### config.mk
export PLATFORM = sky130hd
export DESIGN_NAME = kbd_matrix_scan
export DESIGN_NICKNAME = d
export VERILOG_FILES = /design/src/rtl/kbd_scan_pkg.sv /design/src/rtl/kbd_row_strobe.sv /design/src/rtl/kbd_col_sync.sv /design/src/rtl/kbd_debounce.sv /design/src/rtl/kbd_evt_fifo.sv /design/src/rtl/kbd_matrix_scan.sv
export SDC_FILE = /design/constraint.sdc
export NUM_CORES = 1
export LEC_CHECK = 0
export ABC_AREA = 1
export BUFFER_PORTS_ARGS = -buffer_cell sky130_fd_sc_hd__buf_2
export CAP_MARGIN = 10
export CELL_PAD_IN_SITES_DETAIL_PLACEMENT = 0
export CELL_PAD_IN_SITES_GLOBAL_PLACEMENT = 2
export CORE_ASPECT_RATIO = 0.6
export CORE_UTILIZATION = 39
export CTS_CLUSTER_SIZE = 24
export DETAILED_ROUTE_END_ITERATION = 8
export HOLD_SLACK_MARGIN = 0.03
export PLACE_DENSITY_LB_ADDON = 0.1
export SYNTH_ARGS = -nofsm -noshare
export SYNTH_HDL_FRONTEND = slang
export SYNTH_SLANG_ARGS = --single-unit
export TNS_END_PERCENT = 1
### constraint.sdc
create_clock -name clk -period 4.2 [get_ports clk]
set_clock_uncertainty 0.15 [all_clocks]
set_input_delay 0 -clock clk [delete_from_list [all_inputs] [get_ports clk]]
set_output_delay 0 -clock clk [all_outputs]
set_load 0.03 [all_outputs]
### src/rtl/kbd_scan_pkg.sv
package kbd_scan_pkg;

   // index width that never collapses to zero bits
   function automatic int idx_w(input int n);
      return (n <= 2) ? 1 : $clog2(n);
   endfunction

   localparam int KBD_MIN_SYNC = 2;

endpackage

### src/rtl/kbd_row_strobe.sv
module kbd_row_strobe
   import kbd_scan_pkg::*;
#(
   parameter int ROWS   = 4,
   parameter int DWELL  = 16,
   parameter int SETTLE = 4
) (
   input  logic                     clk,
   input  logic                     rst_n,
   output logic [ROWS-1:0]          row_n_o,
   output logic [idx_w(ROWS)-1:0]   row_idx_o,
   output logic                     cap_o
);
   localparam int RW = idx_w(ROWS);
   localparam int DW = idx_w(DWELL);

   logic [RW-1:0] row_q;
   logic [DW-1:0] dwell_q;
   logic          last_dwell;
   logic          last_row;

   assign last_dwell = (dwell_q == DW'(DWELL - 1));
   assign last_row   = (row_q == RW'(ROWS - 1));

   always_ff @(posedge clk or negedge rst_n) begin
      if (!rst_n) begin
         row_q   <= '0;
         dwell_q <= '0;
      end else if (last_dwell) begin
         dwell_q <= '0;
         row_q   <= last_row ? '0 : row_q + 1'b1;
      end else begin
         dwell_q <= dwell_q + 1'b1;
      end
   end

   // decoder: one strobe per row, active low
   for (genvar r = 0; r < ROWS; r++) begin : g_dec
      assign row_n_o[r] = (row_q != RW'(r));
   end

   assign row_idx_o = row_q;
   assign cap_o     = (dwell_q == DW'(SETTLE));

   a_r2_one_row_low : assert property (@(posedge clk) disable iff (!rst_n)
      $countones(row_n_o) == ROWS - 1);

   a_r2_row_step : assert property (@(posedge clk) disable iff (!rst_n)
      (row_q != $past(row_q)) |-> ($past(dwell_q) == DW'(DWELL - 1)));

endmodule

### src/rtl/kbd_col_sync.sv
module kbd_col_sync #(
   parameter int COLS   = 4,
   parameter int STAGES = 2
) (
   input  logic            clk,
   input  logic            rst_n,
   input  logic [COLS-1:0] col_n_i,
   output logic [COLS-1:0] col_n_o
);
   logic [COLS-1:0] chain_q [STAGES];

   for (genvar s = 0; s < STAGES; s++) begin : g_stage
      if (s == 0) begin : g_first
         always_ff @(posedge clk or negedge rst_n) begin
            if (!rst_n) chain_q[s] <= '1;
            else        chain_q[s] <= col_n_i;
         end
      end else begin : g_next
         always_ff @(posedge clk or negedge rst_n) begin
            if (!rst_n) chain_q[s] <= '1;
            else        chain_q[s] <= chain_q[s-1];
         end
      end
   end

   assign col_n_o = chain_q[STAGES-1];

endmodule

### src/rtl/kbd_debounce.sv
module kbd_debounce
   import kbd_scan_pkg::*;
#(
   parameter int ROWS     = 4,
   parameter int COLS     = 4,
   parameter int DB_COUNT = 3
) (
   input  logic                    clk,
   input  logic                    rst_n,
   input  logic                    cap_i,
   input  logic [idx_w(ROWS)-1:0]  row_i,
   input  logic [COLS-1:0]         col_n_i,
   input  logic                    full_i,
   output logic                    push_o,
   output logic [idx_w(ROWS)-1:0]  evt_row_o,
   output logic [idx_w(COLS)-1:0]  evt_col_o,
   output logic                    evt_press_o
);
   localparam int RW   = idx_w(ROWS);
   localparam int CLW  = idx_w(COLS);
   localparam int KEYS = ROWS * COLS;
   localparam int KW   = idx_w(KEYS);
   localparam int CNTW = idx_w(DB_COUNT + 1);

   logic [COLS-1:0] smp;
   logic [KEYS-1:0] stable_q;
   logic [KEYS-1:0] cand;
   logic [KEYS-1:0] win;
   logic [KW-1:0]   win_idx;
   logic            any_cand;

   assign smp = ~col_n_i;   // 1 = pressed

   for (genvar k = 0; k < KEYS; k++) begin : g_key
      localparam int KR = k / COLS;
      localparam int KC = k % COLS;
      logic            st_q;
      logic [CNTW-1:0] cnt_q;
      logic            sel;
      logic            diff;

      assign sel     = cap_i && (row_i == RW'(KR));
      assign diff    = smp[KC] ^ st_q;
      assign cand[k] = sel && diff && (cnt_q >= CNTW'(DB_COUNT - 1));
      assign stable_q[k] = st_q;

      always_ff @(posedge clk or negedge rst_n) begin
         if (!rst_n) begin
            st_q  <= 1'b0;
            cnt_q <= '0;
         end else if (sel) begin
            if (win[k] && push_o) begin
               st_q  <= ~st_q;
               cnt_q <= '0;
            end else if (diff) begin
               if (cnt_q != CNTW'(DB_COUNT)) cnt_q <= cnt_q + 1'b1;
            end else begin
               cnt_q <= '0;
            end
         end
      end
   end

   // lowest index wins; only one row is ever sampled, so that is the lowest column
   always_comb begin
      any_cand = 1'b0;
      win_idx  = '0;
      for (int k = KEYS - 1; k >= 0; k--) begin
         if (cand[k]) begin
            any_cand = 1'b1;
            win_idx  = KW'(k);
         end
      end
   end

   assign win         = any_cand ? (KEYS'(1) << win_idx) : '0;
   assign push_o      = any_cand && !full_i;
   assign evt_row_o   = RW'(int'(win_idx) / COLS);
   assign evt_col_o   = CLW'(int'(win_idx) % COLS);
   assign evt_press_o = ~stable_q[win_idx];

   a_r5_commit_on_capture : assert property (@(posedge clk) disable iff (!rst_n)
      !cap_i |=> $stable(stable_q));

   a_r6_single_commit : assert property (@(posedge clk) disable iff (!rst_n)
      $countones(stable_q ^ $past(stable_q)) <= 1);

   a_r8_hold_when_full : assert property (@(posedge clk) disable iff (!rst_n)
      full_i |=> $stable(stable_q));

endmodule

### src/rtl/kbd_evt_fifo.sv
module kbd_evt_fifo
   import kbd_scan_pkg::*;
#(
   parameter int W     = 5,
   parameter int DEPTH = 8
) (
   input  logic         clk,
   input  logic         rst_n,
   input  logic         push_i,
   input  logic [W-1:0] din_i,
   input  logic         pop_i,
   output logic [W-1:0] dout_o,
   output logic         valid_o,
   output logic         full_o
);
   localparam int PW   = idx_w(DEPTH);
   localparam int CNTW = $clog2(DEPTH + 1);

   logic [W-1:0]    mem [DEPTH];
   logic [PW-1:0]   wr_q, rd_q, wr_nxt, rd_nxt;
   logic [CNTW-1:0] cnt_q;
   logic            do_push, do_pop;

   assign full_o  = (cnt_q == CNTW'(DEPTH));
   assign valid_o = (cnt_q != '0);
   assign do_push = push_i && !full_o;
   assign do_pop  = pop_i && valid_o;

   if ((DEPTH & (DEPTH - 1)) == 0) begin : g_pow2
      assign wr_nxt = wr_q + 1'b1;
      assign rd_nxt = rd_q + 1'b1;
   end else begin : g_wrap
      assign wr_nxt = (wr_q == PW'(DEPTH - 1)) ? '0 : wr_q + 1'b1;
      assign rd_nxt = (rd_q == PW'(DEPTH - 1)) ? '0 : rd_q + 1'b1;
   end

   always_ff @(posedge clk) begin
      if (do_push) mem[wr_q] <= din_i;
   end

   always_ff @(posedge clk or negedge rst_n) begin
      if (!rst_n) begin
         wr_q  <= '0;
         rd_q  <= '0;
         cnt_q <= '0;
      end else begin
         if (do_push) wr_q <= wr_nxt;
         if (do_pop)  rd_q <= rd_nxt;
         case ({do_push, do_pop})
            2'b10:   cnt_q <= cnt_q + 1'b1;
            2'b01:   cnt_q <= cnt_q - 1'b1;
            default: cnt_q <= cnt_q;
         endcase
      end
   end

   assign dout_o = mem[rd_q];

   a_r8_no_overflow : assert property (@(posedge clk) disable iff (!rst_n)
      push_i |-> !full_o);

   a_r9_head_hold : assert property (@(posedge clk) disable iff (!rst_n)
      (valid_o && !pop_i) |=> (valid_o && $stable(dout_o)));

endmodule

### src/rtl/kbd_matrix_scan.sv
module kbd_matrix_scan
   import kbd_scan_pkg::*;
#(
   parameter int ROWS        = 4,
   parameter int COLS        = 4,
   parameter int ROW_DWELL   = 16,
   parameter int SETTLE_CYC  = 4,
   parameter int DB_COUNT    = 3,
   parameter int FIFO_DEPTH  = 8,
   parameter int SYNC_STAGES = 2
) (
   input  logic                    clk,
   input  logic                    rst_n,
   output logic [ROWS-1:0]         row_drv_n,
   input  logic [COLS-1:0]         col_in_n,
   output logic                    evt_valid,
   input  logic                    evt_ready,
   output logic [idx_w(ROWS)-1:0]  evt_row,
   output logic [idx_w(COLS)-1:0]  evt_col,
   output logic                    evt_pressed
);
   localparam int RW  = idx_w(ROWS);
   localparam int CLW = idx_w(COLS);
   localparam int EW  = RW + CLW + 1;

   if (ROWS < 2 || COLS < 2) begin : g_bad_dim
      $error("matrix needs at least two rows and two columns");
   end
   if (SYNC_STAGES < KBD_MIN_SYNC) begin : g_bad_sync
      $error("synchronizer needs at least two stages");
   end
   if (SETTLE_CYC < SYNC_STAGES || SETTLE_CYC >= ROW_DWELL) begin : g_bad_settle
      $error("settle time must cover the synchronizer and end inside the row dwell");
   end
   if (DB_COUNT < 1 || FIFO_DEPTH < 2) begin : g_bad_depth
      $error("debounce count and queue depth out of range");
   end

   logic [RW-1:0]   row_idx;
   logic            cap;
   logic [COLS-1:0] col_sync_n;
   logic            push, full;
   logic [RW-1:0]   d_row;
   logic [CLW-1:0]  d_col;
   logic            d_press;
   logic [EW-1:0]   head;

   kbd_row_strobe #(.ROWS(ROWS), .DWELL(ROW_DWELL), .SETTLE(SETTLE_CYC)) u_strobe (
      .clk       (clk),
      .rst_n     (rst_n),
      .row_n_o   (row_drv_n),
      .row_idx_o (row_idx),
      .cap_o     (cap)
   );

   kbd_col_sync #(.COLS(COLS), .STAGES(SYNC_STAGES)) u_sync (
      .clk     (clk),
      .rst_n   (rst_n),
      .col_n_i (col_in_n),
      .col_n_o (col_sync_n)
   );

   kbd_debounce #(.ROWS(ROWS), .COLS(COLS), .DB_COUNT(DB_COUNT)) u_deb (
      .clk         (clk),
      .rst_n       (rst_n),
      .cap_i       (cap),
      .row_i       (row_idx),
      .col_n_i     (col_sync_n),
      .full_i      (full),
      .push_o      (push),
      .evt_row_o   (d_row),
      .evt_col_o   (d_col),
      .evt_press_o (d_press)
   );

   kbd_evt_fifo #(.W(EW), .DEPTH(FIFO_DEPTH)) u_fifo (
      .clk     (clk),
      .rst_n   (rst_n),
      .push_i  (push),
      .din_i   ({d_row, d_col, d_press}),
      .pop_i   (evt_ready),
      .dout_o  (head),
      .valid_o (evt_valid),
      .full_o  (full)
   );

   assign evt_row     = head[EW-1 -: RW];
   assign evt_col     = head[CLW:1];
   assign evt_pressed = head[0];

endmodule

==> run metrics <==
Clk pin slew, worst setup/hold paths=90 ps; post-DR vias/cell=4.77; CTS tree=built; status=complete, no violations; pre-CTS setup slack=671 ps; port buffer count=16; core area=15,700 µm²; Worst EP required=4300 ps; antenna-violating nets left=0; Max-Cap Viols=0; first-pass iteration count of the detailed router=5; Max Buffers Root-to-Sink=2; Relative slew margins=0.347; vias=4,663; layout cells sized above 1=0.126; DRC Markers=0; Fill cells=1,550; clock root cell=clkbuf_16; Post-Synthesis Cells=746; largest cells by area after synthesis=dfrtp_1 25%, edfxtp_1 19%, nand2_1 10%, ha_1 8.4%, nor2_1 6.6%; Hold Path Origin=col_in_n[2]; Die X=168 µm; worst r2r dst=u_fifo.cnt_q[3]; Iter 0 DRT Violations=351; WL per Instance=15.0 µm; Starting Density=0.410; min cycle time layout=3540 ps; number of antenna violations at the first check in global routing=0; first-pass GRT wire length=24.5 mm; final hold violations=0; area grow syn2layout=10.4%; io pins=17; die area=17,100 µm²; ys async rst share=0.643; Seq cells post-synth=112; RePlAce Congestion=0.801; syn avg cell area=8.63 µm²; Leak=3.27 nW; startpoint types=flip-flop; peak per-stage delay on the critical path=410 ps; largest area contributor in the netlist=dfrtp_1; RR Startpoint=u_strobe.dwell_q[0]; CP cell instances=inv_1, ha_1, nand3_2, nor2_4, inv_2, nor3_1, nor2_1, nand2_2, nor2_4, inv_2, o21ai_2, ha_1, ha_1, nand2_1, nor2_1, a211oi_1, nor2_1, nor2_1, nand2_1, xor2_1; Hold Path End=u_sync.chain_q[6]; Post-synth EDFFs=40; Buffers & Inverters on Critical Path=3; most common cell after layout, fill and taps aside=nand2_1; Worst-Skew Late Latency=370 ps; Setup-failing EPs final=0; slowest CP cell=dfrtp_1; Crit Path Category=reg -> reg; Worst Hold Class=in -> reg; RSZ-0062 raised after global routing=no; GRT overflow=0; WP data arrival=3640 ps; most frequent CP cell=nor2_1; largest net degree at the start of global routing=73; PnR worst setup slack=665 ps; crit-path leading delay family=simple AND/OR/NAND/NOR gates; FF-to-FF path depth=20; Worst Tran Pin Value=979 ps; CTS H-tree depth=3; non-filler instance count after layout=978; commonest non-fill, non-tap cells in the layout=175 x nand2_1, 114 x nor2_1, 86 x inv_1, 64 x dfrtp_1, 43 x ha_1; Max VDD drop=206 µV; die span in y=102 µm; worst hold margin=114 ps; setup TNS=0 ps; vias in the first global route=4,476; period utilization=0.842; Post-CTS Setup Inserts=0; share of the synthesized area in the top cell type=0.249; reg-to-reg slack, setup=660 ps; diode count=0; Cells after DPL=956; final net count=821; Max Transition Viols Final=0; # clock sinks=112; top_reg_cell synth=dfrtp_1; overall power=2.68 mW; DP HPWL=11.1 mm; Synth Cell Area=6440 µm²; Worst Hold Path Cells=2; max frequency=0.283 GHz; CP Max Fanout=8; final WL=14.7 mm; Total GRT Usage=0.189; crit path capture type=flip-flop; Post-Syn Nets=797; count of cell types in the netlist=45; Ys Warns=0; row cnt=35; Num CTS Buffers=9; PwrDens=378 nW/µm²; sequential fraction of the synthesis area=0.468
repair_timing:
action / CTS / global route
hold endpoints to repair: 71 / 0
resized for setup: 0 / 0
hold buffers: 6 / 0
Yosys cell counts (6+ instances only):
cell type and instances:
o21ai_1 19, nand4_1 22, ha_1 43, dfstp_2 8
nor2_4 7, inv_2 13, nand2_2 9, o21ai_0 31
nand2_1 175, nor3_1 7, a31oi_1 6, nand3_1 21
xor2_1 26, edfxtp_1 40, dfrtp_1 64, inv_1 86
nor2_1 114, clkbuf_1 7
how the worst max path moves through the flow:
stage | start | to | slack [ps] | cells past startpoint
floorplan | u_strobe.row_idx_o[0] | u_fifo.cnt_q[3] | 1040 | 20
global placement | u_strobe.dwell_q[0] | u_fifo.cnt_q[3] | 690 | 20
detailed placement | u_strobe.dwell_q[0] | u_fifo.cnt_q[3] | 670 | 20
CTS | u_strobe.dwell_q[0] | u_fifo.cnt_q[3] | 650 | 20
global route | u_strobe.dwell_q[0] | u_fifo.cnt_q[3] | 380 | 20
finish | u_strobe.dwell_q[0] | u_fifo.cnt_q[3] | 660 | 20
cells by family after synthesis:
logic type	Yosys count	synth area share
DFF	112	0.468
xor gates and xnor gates	29	0.0394
and+or+nand+nor	379	0.276
adders and majority gates	44	0.0866
AOI/OAI and AO/OA	70	0.0614
buffers and inverters	112	0.0692
metrics by stage:
stage | utilization | area (µm²)
2_1_floorplan | - | 6440
3_3_place_gp | 0.428 | 6730
3_5_place_dp | 0.428 | 6730
4_1_cts | 0.452 | 7110
5_1_grt | 0.452 | 7110
6_report | 0.452 | 7110
per-layer routing:
| layer | track usage | wire length [µm] |
|---|---|---|
| met1 | 0.306 | 8680 |
| met3 | 0.0348 | 424 |
| met2 | 0.254 | 5470 |
| met4 | 0.0388 | 133 |
| met5 | 0 | 0 |
where the power goes:
group / internal [mW] / switching (mW)
clock: 0.433 / 0.476
combinational: 0.164 / 0.350
sequential: 1.17 / 0.0879
total: 1.77 / 0.914
layout make-up:
cell class,count,area [µm²],share of cell area
flip-flops and latches,112,3010,0.424
multi-input cells,522,2980,0.420
clock buffers,9,225,0.0317
clock inverters,7,88.8,0.0125
repair buffers,26,173,0.0243
inverters,99,372,0.0523
well taps,203,254,0.0357
state kept, by name (all words and copies together), names as in the netlist, 3 cells and up:
| signal | count |
|---|---|
| u_fifo.mem | 40 |
| u_deb.g_key.cnt_q | 32 |
| u_deb.g_key.st_q | 16 |
| u_fifo.cnt_q | 4 |
| u_strobe.dwell_q | 4 |
| u_sync.chain_q | 4 |
| u_sync.col_n_o | 4 |
| u_fifo.rd_q | 3 |
| u_fifo.wr_q | 3 |
Note: power is estimated with default switching activity, not from simulation.
